==> src/rtl/cfg_enc_pkg.sv <==
package cfg_enc_pkg;

  localparam int BYTE_W = 8;
  localparam int CRC_W  = 16;

  typedef enum logic [3:0] {
    ST_IDLE,
    ST_CMD,
    ST_LEN_LO,
    ST_LEN_HI,
    ST_HCRC_HI,
    ST_HCRC_LO,
    ST_PAY,
    ST_BCRC_HI,
    ST_BCRC_LO,
    ST_LEAD,
    ST_EXEC,
    ST_TAIL
  } enc_state_e;

  function automatic logic [CRC_W-1:0] bitrev16(input logic [CRC_W-1:0] v);
    logic [CRC_W-1:0] r;
    for (int i = 0; i < CRC_W; i++) r[i] = v[CRC_W-1-i];
    return r;
  endfunction

  // one byte through a reflected CRC register, LSB first
  function automatic logic [CRC_W-1:0] crc_step(input logic [CRC_W-1:0] c,
                                                input logic [BYTE_W-1:0] d,
                                                input logic [CRC_W-1:0] poly_rev);
    logic [CRC_W-1:0] r;
    r = c ^ {{(CRC_W-BYTE_W){1'b0}}, d};
    for (int i = 0; i < BYTE_W; i++) r = r[0] ? ((r >> 1) ^ poly_rev) : (r >> 1);
    return r;
  endfunction

endpackage

==> src/rtl/cfg_enc_crc.sv <==
module cfg_enc_crc
  import cfg_enc_pkg::*;
#(
  parameter logic [CRC_W-1:0] POLY   = 16'h1021,
  parameter logic [CRC_W-1:0] INIT   = 16'hFFFF,
  parameter logic [CRC_W-1:0] XOROUT = 16'hFFFF
) (
  input  logic              clk_i,
  input  logic              rst_ni,
  input  logic              clr_i,
  input  logic              en_i,
  input  logic              snap_ld_i,
  input  logic [BYTE_W-1:0] data_i,
  output logic [CRC_W-1:0]  crc_o,
  output logic [CRC_W-1:0]  snap_o
);

  localparam logic [CRC_W-1:0] POLY_REV = bitrev16(POLY);

  logic [CRC_W-1:0] crc_q, crc_upd, snap_q;

  assign crc_upd = crc_step(crc_q, data_i, POLY_REV);

  always_ff @(posedge clk_i or negedge rst_ni) begin
    if (!rst_ni) begin
      crc_q <= INIT;
    end else if (clr_i) begin
      crc_q <= INIT;
    end else if (en_i) begin
      crc_q <= crc_upd;
    end
  end

  // frozen finished value, so both bytes go out unchanged
  always_ff @(posedge clk_i or negedge rst_ni) begin
    if (!rst_ni) begin
      snap_q <= '0;
    end else if (snap_ld_i) begin
      snap_q <= crc_upd ^ XOROUT;
    end
  end

  assign crc_o  = crc_q;
  assign snap_o = snap_q;

  AST_SNAP_NEEDS_EN: assert property (@(posedge clk_i) disable iff (!rst_ni)
    snap_ld_i |-> en_i && !clr_i);

endmodule

==> src/rtl/cfg_enc_fsm.sv <==
module cfg_enc_fsm
  import cfg_enc_pkg::*;
#(
  parameter int                LEN_W    = 16,
  parameter int                ZCNT_W   = 4,
  parameter logic [BYTE_W-1:0] WIDE_CMD = 8'hD2
) (
  input  logic              clk_i,
  input  logic              rst_ni,
  input  logic              start_i,
  input  logic [BYTE_W-1:0] cmd_i,
  input  logic [LEN_W-1:0]  len_i,
  input  logic [ZCNT_W-1:0] lead_i,
  input  logic              exec_i,
  input  logic [ZCNT_W-1:0] tail_i,
  input  logic              hs_i,
  output enc_state_e        state_o,
  output enc_state_e        state_d_o,
  output logic [BYTE_W-1:0] cmd_o,
  output logic [LEN_W-1:0]  len_o
);

  localparam int SHORT_W = BYTE_W;

  enc_state_e        state_q, state_d, after_crc, after_lead, after_exec;
  logic [BYTE_W-1:0] cmd_q;
  logic [LEN_W-1:0]  len_q, pay_len, cnt_q, cnt_d;
  logic [ZCNT_W-1:0] lead_q, tail_q;
  logic              exec_q, wide_q;

  assign pay_len = wide_q ? len_q : LEN_W'(len_q[SHORT_W-1:0]);

  // trailer sequencing; empty segments are skipped
  assign after_exec = (tail_q != '0) ? ST_TAIL : ST_IDLE;
  assign after_lead = exec_q ? ST_EXEC : after_exec;
  assign after_crc  = (lead_q != '0) ? ST_LEAD : after_lead;

  always_comb begin
    state_d = state_q;
    cnt_d   = cnt_q;
    unique case (state_q)
      ST_IDLE:    if (start_i) state_d = ST_CMD;
      ST_CMD:     if (hs_i) state_d = ST_LEN_LO;
      ST_LEN_LO:  if (hs_i) state_d = wide_q ? ST_LEN_HI : ST_HCRC_HI;
      ST_LEN_HI:  if (hs_i) state_d = ST_HCRC_HI;
      ST_HCRC_HI: if (hs_i) state_d = ST_HCRC_LO;
      ST_HCRC_LO: begin
        if (hs_i) begin
          if (pay_len == '0) begin
            state_d = ST_BCRC_HI;
          end else begin
            state_d = ST_PAY;
            cnt_d   = pay_len;
          end
        end
      end
      ST_PAY: begin
        if (hs_i) begin
          cnt_d = cnt_q - 1'b1;
          if (cnt_q == LEN_W'(1)) state_d = ST_BCRC_HI;
        end
      end
      ST_BCRC_HI: if (hs_i) state_d = ST_BCRC_LO;
      ST_BCRC_LO: begin
        if (hs_i) begin
          state_d = after_crc;
          cnt_d   = (after_crc == ST_LEAD) ? LEN_W'(lead_q) : LEN_W'(tail_q);
        end
      end
      ST_LEAD: begin
        if (hs_i) begin
          cnt_d = cnt_q - 1'b1;
          if (cnt_q == LEN_W'(1)) begin
            state_d = after_lead;
            cnt_d   = LEN_W'(tail_q);
          end
        end
      end
      ST_EXEC: begin
        if (hs_i) begin
          state_d = after_exec;
          cnt_d   = LEN_W'(tail_q);
        end
      end
      ST_TAIL: begin
        if (hs_i) begin
          cnt_d = cnt_q - 1'b1;
          if (cnt_q == LEN_W'(1)) state_d = ST_IDLE;
        end
      end
      default: state_d = ST_IDLE;
    endcase
  end

  always_ff @(posedge clk_i or negedge rst_ni) begin
    if (!rst_ni) begin
      state_q <= ST_IDLE;
      cnt_q   <= '0;
    end else begin
      state_q <= state_d;
      cnt_q   <= cnt_d;
    end
  end

  always_ff @(posedge clk_i or negedge rst_ni) begin
    if (!rst_ni) begin
      cmd_q  <= '0;
      len_q  <= '0;
      lead_q <= '0;
      tail_q <= '0;
      exec_q <= 1'b0;
      wide_q <= 1'b0;
    end else if (state_q == ST_IDLE && start_i) begin
      cmd_q  <= cmd_i;
      len_q  <= len_i;
      lead_q <= lead_i;
      tail_q <= tail_i;
      exec_q <= exec_i;
      wide_q <= (cmd_i == WIDE_CMD);
    end
  end

  assign state_o   = state_q;
  assign state_d_o = state_d;
  assign cmd_o     = cmd_q;
  assign len_o     = len_q;

  AST_CFG_HELD: assert property (@(posedge clk_i) disable iff (!rst_ni)
    (state_q != ST_IDLE) |=> $stable(cmd_q) && $stable(len_q) && $stable(lead_q));
  AST_NARROW_LEN: assert property (@(posedge clk_i) disable iff (!rst_ni)
    (state_q == ST_LEN_HI) |-> (cmd_q == WIDE_CMD));
  AST_PAY_CNT_NZ: assert property (@(posedge clk_i) disable iff (!rst_ni)
    (state_q == ST_PAY) |-> (cnt_q != '0) && (cnt_q <= pay_len));
  AST_RUN_CNT_NZ: assert property (@(posedge clk_i) disable iff (!rst_ni)
    (state_q == ST_LEAD || state_q == ST_TAIL) |-> (cnt_q != '0));
  AST_ZERO_LEN_SKIP: assert property (@(posedge clk_i) disable iff (!rst_ni)
    (hs_i && state_q == ST_HCRC_LO && pay_len == '0) |=> (state_q == ST_BCRC_HI));

endmodule

==> src/rtl/cfg_block_enc.sv <==
module cfg_block_enc
  import cfg_enc_pkg::*;
#(
  parameter int                LEN_W     = 16,
  parameter int                ZCNT_W    = 4,
  parameter logic [BYTE_W-1:0] WIDE_CMD  = 8'hD2,
  parameter logic [BYTE_W-1:0] EXEC_BYTE = 8'h33,
  parameter logic [BYTE_W-1:0] NOP_BYTE  = 8'h00,
  parameter logic [CRC_W-1:0]  CRC_POLY  = 16'h1021,
  parameter logic [CRC_W-1:0]  CRC_INIT  = 16'hFFFF,
  parameter logic [CRC_W-1:0]  CRC_XOR   = 16'hFFFF
) (
  input  logic              clk_i,
  input  logic              rst_ni,
  input  logic              start_i,
  input  logic [BYTE_W-1:0] cmd_i,
  input  logic [LEN_W-1:0]  len_i,
  input  logic [ZCNT_W-1:0] lead_nops_i,
  input  logic              exec_en_i,
  input  logic [ZCNT_W-1:0] tail_nops_i,
  output logic              busy_o,
  input  logic              pl_valid_i,
  input  logic [BYTE_W-1:0] pl_data_i,
  output logic              pl_ready_o,
  output logic              out_valid_o,
  output logic [BYTE_W-1:0] out_data_o,
  input  logic              out_ready_i
);

  localparam int HALF_W = CRC_W / 2;

  enc_state_e        state_q, state_d;
  logic [BYTE_W-1:0] cmd_q;
  logic [LEN_W-1:0]  len_q;
  logic [CRC_W-1:0]  crc_q, snap_q;
  logic              hs, crc_en, snap_ld, in_crc_span;

  cfg_enc_fsm #(
    .LEN_W   (LEN_W),
    .ZCNT_W  (ZCNT_W),
    .WIDE_CMD(WIDE_CMD)
  ) u_fsm (
    .clk_i    (clk_i),
    .rst_ni   (rst_ni),
    .start_i  (start_i),
    .cmd_i    (cmd_i),
    .len_i    (len_i),
    .lead_i   (lead_nops_i),
    .exec_i   (exec_en_i),
    .tail_i   (tail_nops_i),
    .hs_i     (hs),
    .state_o  (state_q),
    .state_d_o(state_d),
    .cmd_o    (cmd_q),
    .len_o    (len_q)
  );

  always_comb begin
    unique case (state_q)
      ST_CMD, ST_LEN_LO, ST_LEN_HI,
      ST_HCRC_HI, ST_HCRC_LO, ST_PAY: in_crc_span = 1'b1;
      default:                        in_crc_span = 1'b0;
    endcase
  end

  assign hs      = out_valid_o && out_ready_i;
  assign crc_en  = hs && in_crc_span;
  assign snap_ld = hs && (state_d == ST_HCRC_HI || state_d == ST_BCRC_HI);

  cfg_enc_crc #(
    .POLY  (CRC_POLY),
    .INIT  (CRC_INIT),
    .XOROUT(CRC_XOR)
  ) u_crc (
    .clk_i    (clk_i),
    .rst_ni   (rst_ni),
    .clr_i    (state_q == ST_IDLE),
    .en_i     (crc_en),
    .snap_ld_i(snap_ld),
    .data_i   (out_data_o),
    .crc_o    (crc_q),
    .snap_o   (snap_q)
  );

  always_comb begin
    unique case (state_q)
      ST_CMD:                  out_data_o = cmd_q;
      ST_LEN_LO:               out_data_o = len_q[BYTE_W-1:0];
      ST_LEN_HI:               out_data_o = len_q[2*BYTE_W-1:BYTE_W];
      ST_HCRC_HI, ST_BCRC_HI:  out_data_o = snap_q[CRC_W-1:HALF_W];
      ST_HCRC_LO, ST_BCRC_LO:  out_data_o = snap_q[HALF_W-1:0];
      ST_PAY:                  out_data_o = pl_data_i;
      ST_EXEC:                 out_data_o = EXEC_BYTE;
      default:                 out_data_o = NOP_BYTE;
    endcase
  end

  assign out_valid_o = (state_q != ST_IDLE) && ((state_q != ST_PAY) || pl_valid_i);
  assign pl_ready_o  = (state_q == ST_PAY) && out_ready_i;
  assign busy_o      = (state_q != ST_IDLE);

  AST_IDLE_QUIET: assert property (@(posedge clk_i) disable iff (!rst_ni)
    !busy_o |-> !out_valid_o && !pl_ready_o);
  AST_CRC_SEED: assert property (@(posedge clk_i) disable iff (!rst_ni)
    (state_q == ST_CMD) |-> (crc_q == CRC_INIT));
  AST_STALL_HOLD: assert property (@(posedge clk_i) disable iff (!rst_ni)
    (out_valid_o && !out_ready_i && state_q != ST_PAY)
      |=> out_valid_o && $stable(out_data_o));
  AST_PAY_GATED: assert property (@(posedge clk_i) disable iff (!rst_ni)
    pl_ready_o |-> out_ready_i && busy_o);
  AST_PAY_WAIT: assert property (@(posedge clk_i) disable iff (!rst_ni)
    (pl_ready_o && !pl_valid_i) |-> !out_valid_o);
  AST_CRC_FROZEN: assert property (@(posedge clk_i) disable iff (!rst_ni)
    (state_q == ST_BCRC_LO) |-> $stable(crc_q));

endmodule

==> config.mk <==
export PLATFORM = sky130hd
export DESIGN_NAME = cfg_block_enc
export DESIGN_NICKNAME = d
export VERILOG_FILES = /design/src/rtl/cfg_enc_pkg.sv /design/src/rtl/cfg_enc_crc.sv /design/src/rtl/cfg_enc_fsm.sv /design/src/rtl/cfg_block_enc.sv
export SDC_FILE = /design/constraint.sdc
export NUM_CORES = 1
export LEC_CHECK = 0
export CAP_MARGIN = 20
export CORE_MARGIN = 2
export CORE_UTILIZATION = 35
export CTS_BUF_LIST = sky130_fd_sc_hd__clkbuf_8 sky130_fd_sc_hd__clkbuf_16
export DETAILED_ROUTE_END_ITERATION = 7
export DONT_BUFFER_PORTS = 1
export SETUP_SLACK_MARGIN = 0.02
export SLEW_MARGIN = 10
export SYNTH_ARGS = -nofsm -noshare
export SYNTH_HDL_FRONTEND = slang
export SYNTH_SLANG_ARGS = --single-unit
==> constraint.sdc <==
create_clock -name clk_i -period 2.7 [get_ports clk_i]
set_clock_uncertainty 0.15 [all_clocks]
set_input_delay 0.54 -clock clk_i [delete_from_list [all_inputs] [get_ports clk_i]]
set_output_delay 0.54 -clock clk_i [all_outputs]
set_load 0.01 [all_outputs]
==> out/qor.yml <==
outcome:
  status: "finished, violations left"
  violations: "negative hold slack, negative setup slack"
place:
  portBuffers: 0
  dp_hpwl_um: 11300
  gp_congestion: 0.947
  placed_cells: 764
logic_synthesis:
  yosysMostFrequentCell: "o21ai_0"
  syn-cell-area_um2: 5220
  synth_commonest_cells: "75 x o21ai_0, 70 x dfrtp_1, 40 x mux2_2"
  yosysWarnings: 0
  synthCells: 510
  synth-seq-cells: 86
  synth_fp_nets: 558
  synth_area_leaders: "dfrtp_1 34%, mux2_2 8.6%, dfstp_2 8.1%"
  synth_edf_count: 0
  syn_avg_cell_area_um2: 10.2
  synth_largest_area_cell: "dfrtp_1"
  yosysSeqAreaShare_pct: 41.6
  yosysUniqueCellTypes: 73
  yosysTopAreaCellShare_pct: 33.5
  synth-main-ff-cell: "dfrtp_1"
  async_flop_share_pct: 100
worst_setup_path:
  critPathMaxStageDelay_ns: 0.43
  cp.depth: 10
  end_kind: "register"
  r2r.worst_path.cells: 10
  cp.buffers_inverters: 3
  worstPathArrival_ns: 3.01
  cp_cell_sequence: "nor4_4 -> a311oi_2 -> buf_4 -> nor4b_4 -> nand3_4 -> buf_6 -> nor4_4 -> o211ai_4 -> clkbuf_16 -> mux2_4"
  cp_max_fo: 8
  worstSetupPathType: "reg2reg"
  crit_family: "simple AND/OR/NAND/NOR gates"
  start_kind: "register"
  required_ns: 2.78
  worst_path_most_repeated_cell: "nor4_4"
  slowest_stage: "nor4_4"
timing:
  period_share_pct: 108
  hold_viol: 86
  worst_slack_ns: -0.225
  layout_min_cycle_time_ns: 2.93
  timing.fmax_mhz: 342
  setup_viol: 19
  rsz0062_at_grt: "yes"
  worst_slew_pin_slew_ns: 0.643
  holdWs_ns: -0.267
  slew_headroom_pct: 56.7
  slew_violations: 0
cells_and_area:
  nets: 666
  seq_area_um2: 2170
  drive_gt1_share_pct: 43.8
  diodes: 0
  final_util_pct: 48.0
  synthToLayoutAreaGrowth_pct: 33.5
  fill_cells: 1340
  multi_input_area_um2: 3080
  final_cells: 807
grt:
  antenna_found_initial: 0
  grt_pass1_wl_um: 25000
  grt_max_degree: 87
  gr-total-overflow: 0
  grt_usage_pct: 19.8
  grt_pass1_vias: 4691
die:
  dieArea_um2: 15900
  io_pins: 57
  start_util_pct: 35.9
  rows: 44
  core-area_um2: 14500
  die_w_um: 126
  fp.dieH_um: 126
power_and_ir_drop:
  pwr-share-comb_pct: 65.2
  leakage_nw: 3.00
  powerDensity_nw_per_um2: 1680
  clkPwrFrac_pct: 11.6
  switchingPower_w: 0.00480
  switching_share_pct: 41.0
  ir_worst_vdd_mv: 0.807
  seqPwrFrac_pct: 23.3
  p_int_w: 0.00691
cts:
  clock_latency_ns: 0.35
  cts_tree: "built"
  clk_pin_slew_ns: 0.07
  cts_buffers: 9
  cts_sinks: 86
  clk_path_buf_depth: 2
  cts_root_buf: "clkbuf_16"
  htreeDepth: 3
detailed_routing:
  first_pass_iters: 5
  antenna_left: 0
  wirelength_um: 15600
  viasPerCell: 5.65
  num_vias: 4561
  wl_per_cell_um: 19.3
  drt_iter0_drc: 300
  drcViolationCount: 0
worst_hold_path:
  min_path_type: "in2async"
job:
  drv_cap: 0
-- layout make-up --
type	count	area share, %
multi-input cells	378	44.3
flip-flops and latches	86	31.2
repair buffers	132	16.0
well taps	184	3.30
clock buffers	9	3.23
clock inverters	7	1.38
inverters	11	0.592
-- cells by family after synthesis --
kind of cell / Yosys count / synth area share, %
adder cells (fa/ha/maj): 2 / 0.479
AND/OR/NAND/NOR: 135 / 16.1
XOR/XNOR: 20 / 4.55
flip-flops: 86 / 41.6
multiplexers: 63 / 13.9
buffers and inverters: 46 / 4.19
AO/OA/AOI/OAI: 158 / 19.1
-- registers in the layout (all words and copies together), names as in the netlist --
signal / cells
u_fsm.len_o: 16
u_fsm.cnt_q: 16
u_fsm.cmd_o: 8
u_fsm.lead_q: 4
u_fsm.tail_q: 4
u_fsm.wide_q: 1
u_crc.crc_o: 16
u_fsm.state_o: 4
u_fsm.exec_q: 1
u_crc.snap_o: 16
-- cells in the final DEF (no fill, tap or decap), types with 4 or more instances in the layout --
master       n
buf_4      109
dfrtp_1     68
o21ai_0     61
mux2_2      39
nor2_1      26
a21oi_1     22
buf_6       19
nand2_1     17
dfstp_2     16
o21ai_1     13
mux2_4      11
mux2i_1     10
clkbuf_16   10
nand2b_1     9
nor3_1       9
inv_1        8
nor4_1       6
nand3_1      6
nor2b_1      6
a22oi_1      6
and2_1       5
nand3b_1     5
o2bb2ai_1    5
xor2_1       5
xnor2_1      5
a32oi_1      5
nor4_4       4
nand4b_1     4
a21oi_2      4
xor2_2       4
xnor3_2      4
-- path summary, 6_finish.rpt --
kind	endpoint	slack, ns	startpoint
hold / removal	u_crc.snap_o[5]$_DFFE_PN0P_	-0.27	rst_ni
setup reg to reg	u_crc.snap_o[6]$_DFFE_PN0P_	-0.23	u_fsm.tail_q[0]$_DFFE_PN0P_
max in group asynchronous	u_crc.crc_o[7]$_DFFE_PN1P_	2.49	rst_ni
hold reg to reg	u_fsm.cmd_o[1]$_DFFE_PN0P_	0.38	u_fsm.cmd_o[1]$_DFFE_PN0P_
min in group clk_i	u_fsm.len_o[2]$_DFFE_PN0P_	0.18	len_i[2]
setup / recovery	u_crc.snap_o[6]$_DFFE_PN0P_	-0.23	u_fsm.tail_q[0]$_DFFE_PN0P_
-- per-stage QoR --
| stage | setup TNS, ns | hold WS, ns | instance area (um^2) | total power (W) | setup slack [ns] |
|---|---|---|---|---|---|
| after floorplan | -0.593 | 0.0944 | 5260 | 0.00656 | -0.0658 |
| final | -3.06 | -0.267 | 6970 | 0.0117 | -0.225 |
| after detailed placement | -2.17 | 0.0961 | 6130 | 0.00916 | -0.173 |
| after CTS | -2.25 | -0.283 | 6800 | 0.0111 | -0.161 |
| after global routing | -4.66 | -0.279 | 6970 | 0.0125 | -0.307 |
| after global placement | -1.76 | 0.0976 | 6130 | 0.00899 | -0.140 |
-- power by group through the flow --
stage	Clock, W	Combinational [W]	Sequential [W]
finish	0.00136	0.00763	0.00272
global route	0.00143	0.00822	0.00279
CTS	0.00138	0.00705	0.00268
detailed placement	0	0.00647	0.00269
global placement	0	0.00632	0.00267
floorplan	0	0.00407	0.00249
-- timing repair --
action	CTS	global route
buffers inserted	24	5
hold endpoints to repair	86	86
pin swaps	10	22
endpoints found under the setup margin	27	47
gates resized for setup	37	53
gates cloned	1	0
-- metal layers --
metal	wire length (um)	track usage, %	up-vias
li1	-	-	2114
met1	7000	27.4	2264
met2	7390	31.1	148
met3	811	3.23	35
met4	406	7.89	0
met5	0	0	-
(Power assumes the default switching activity.)
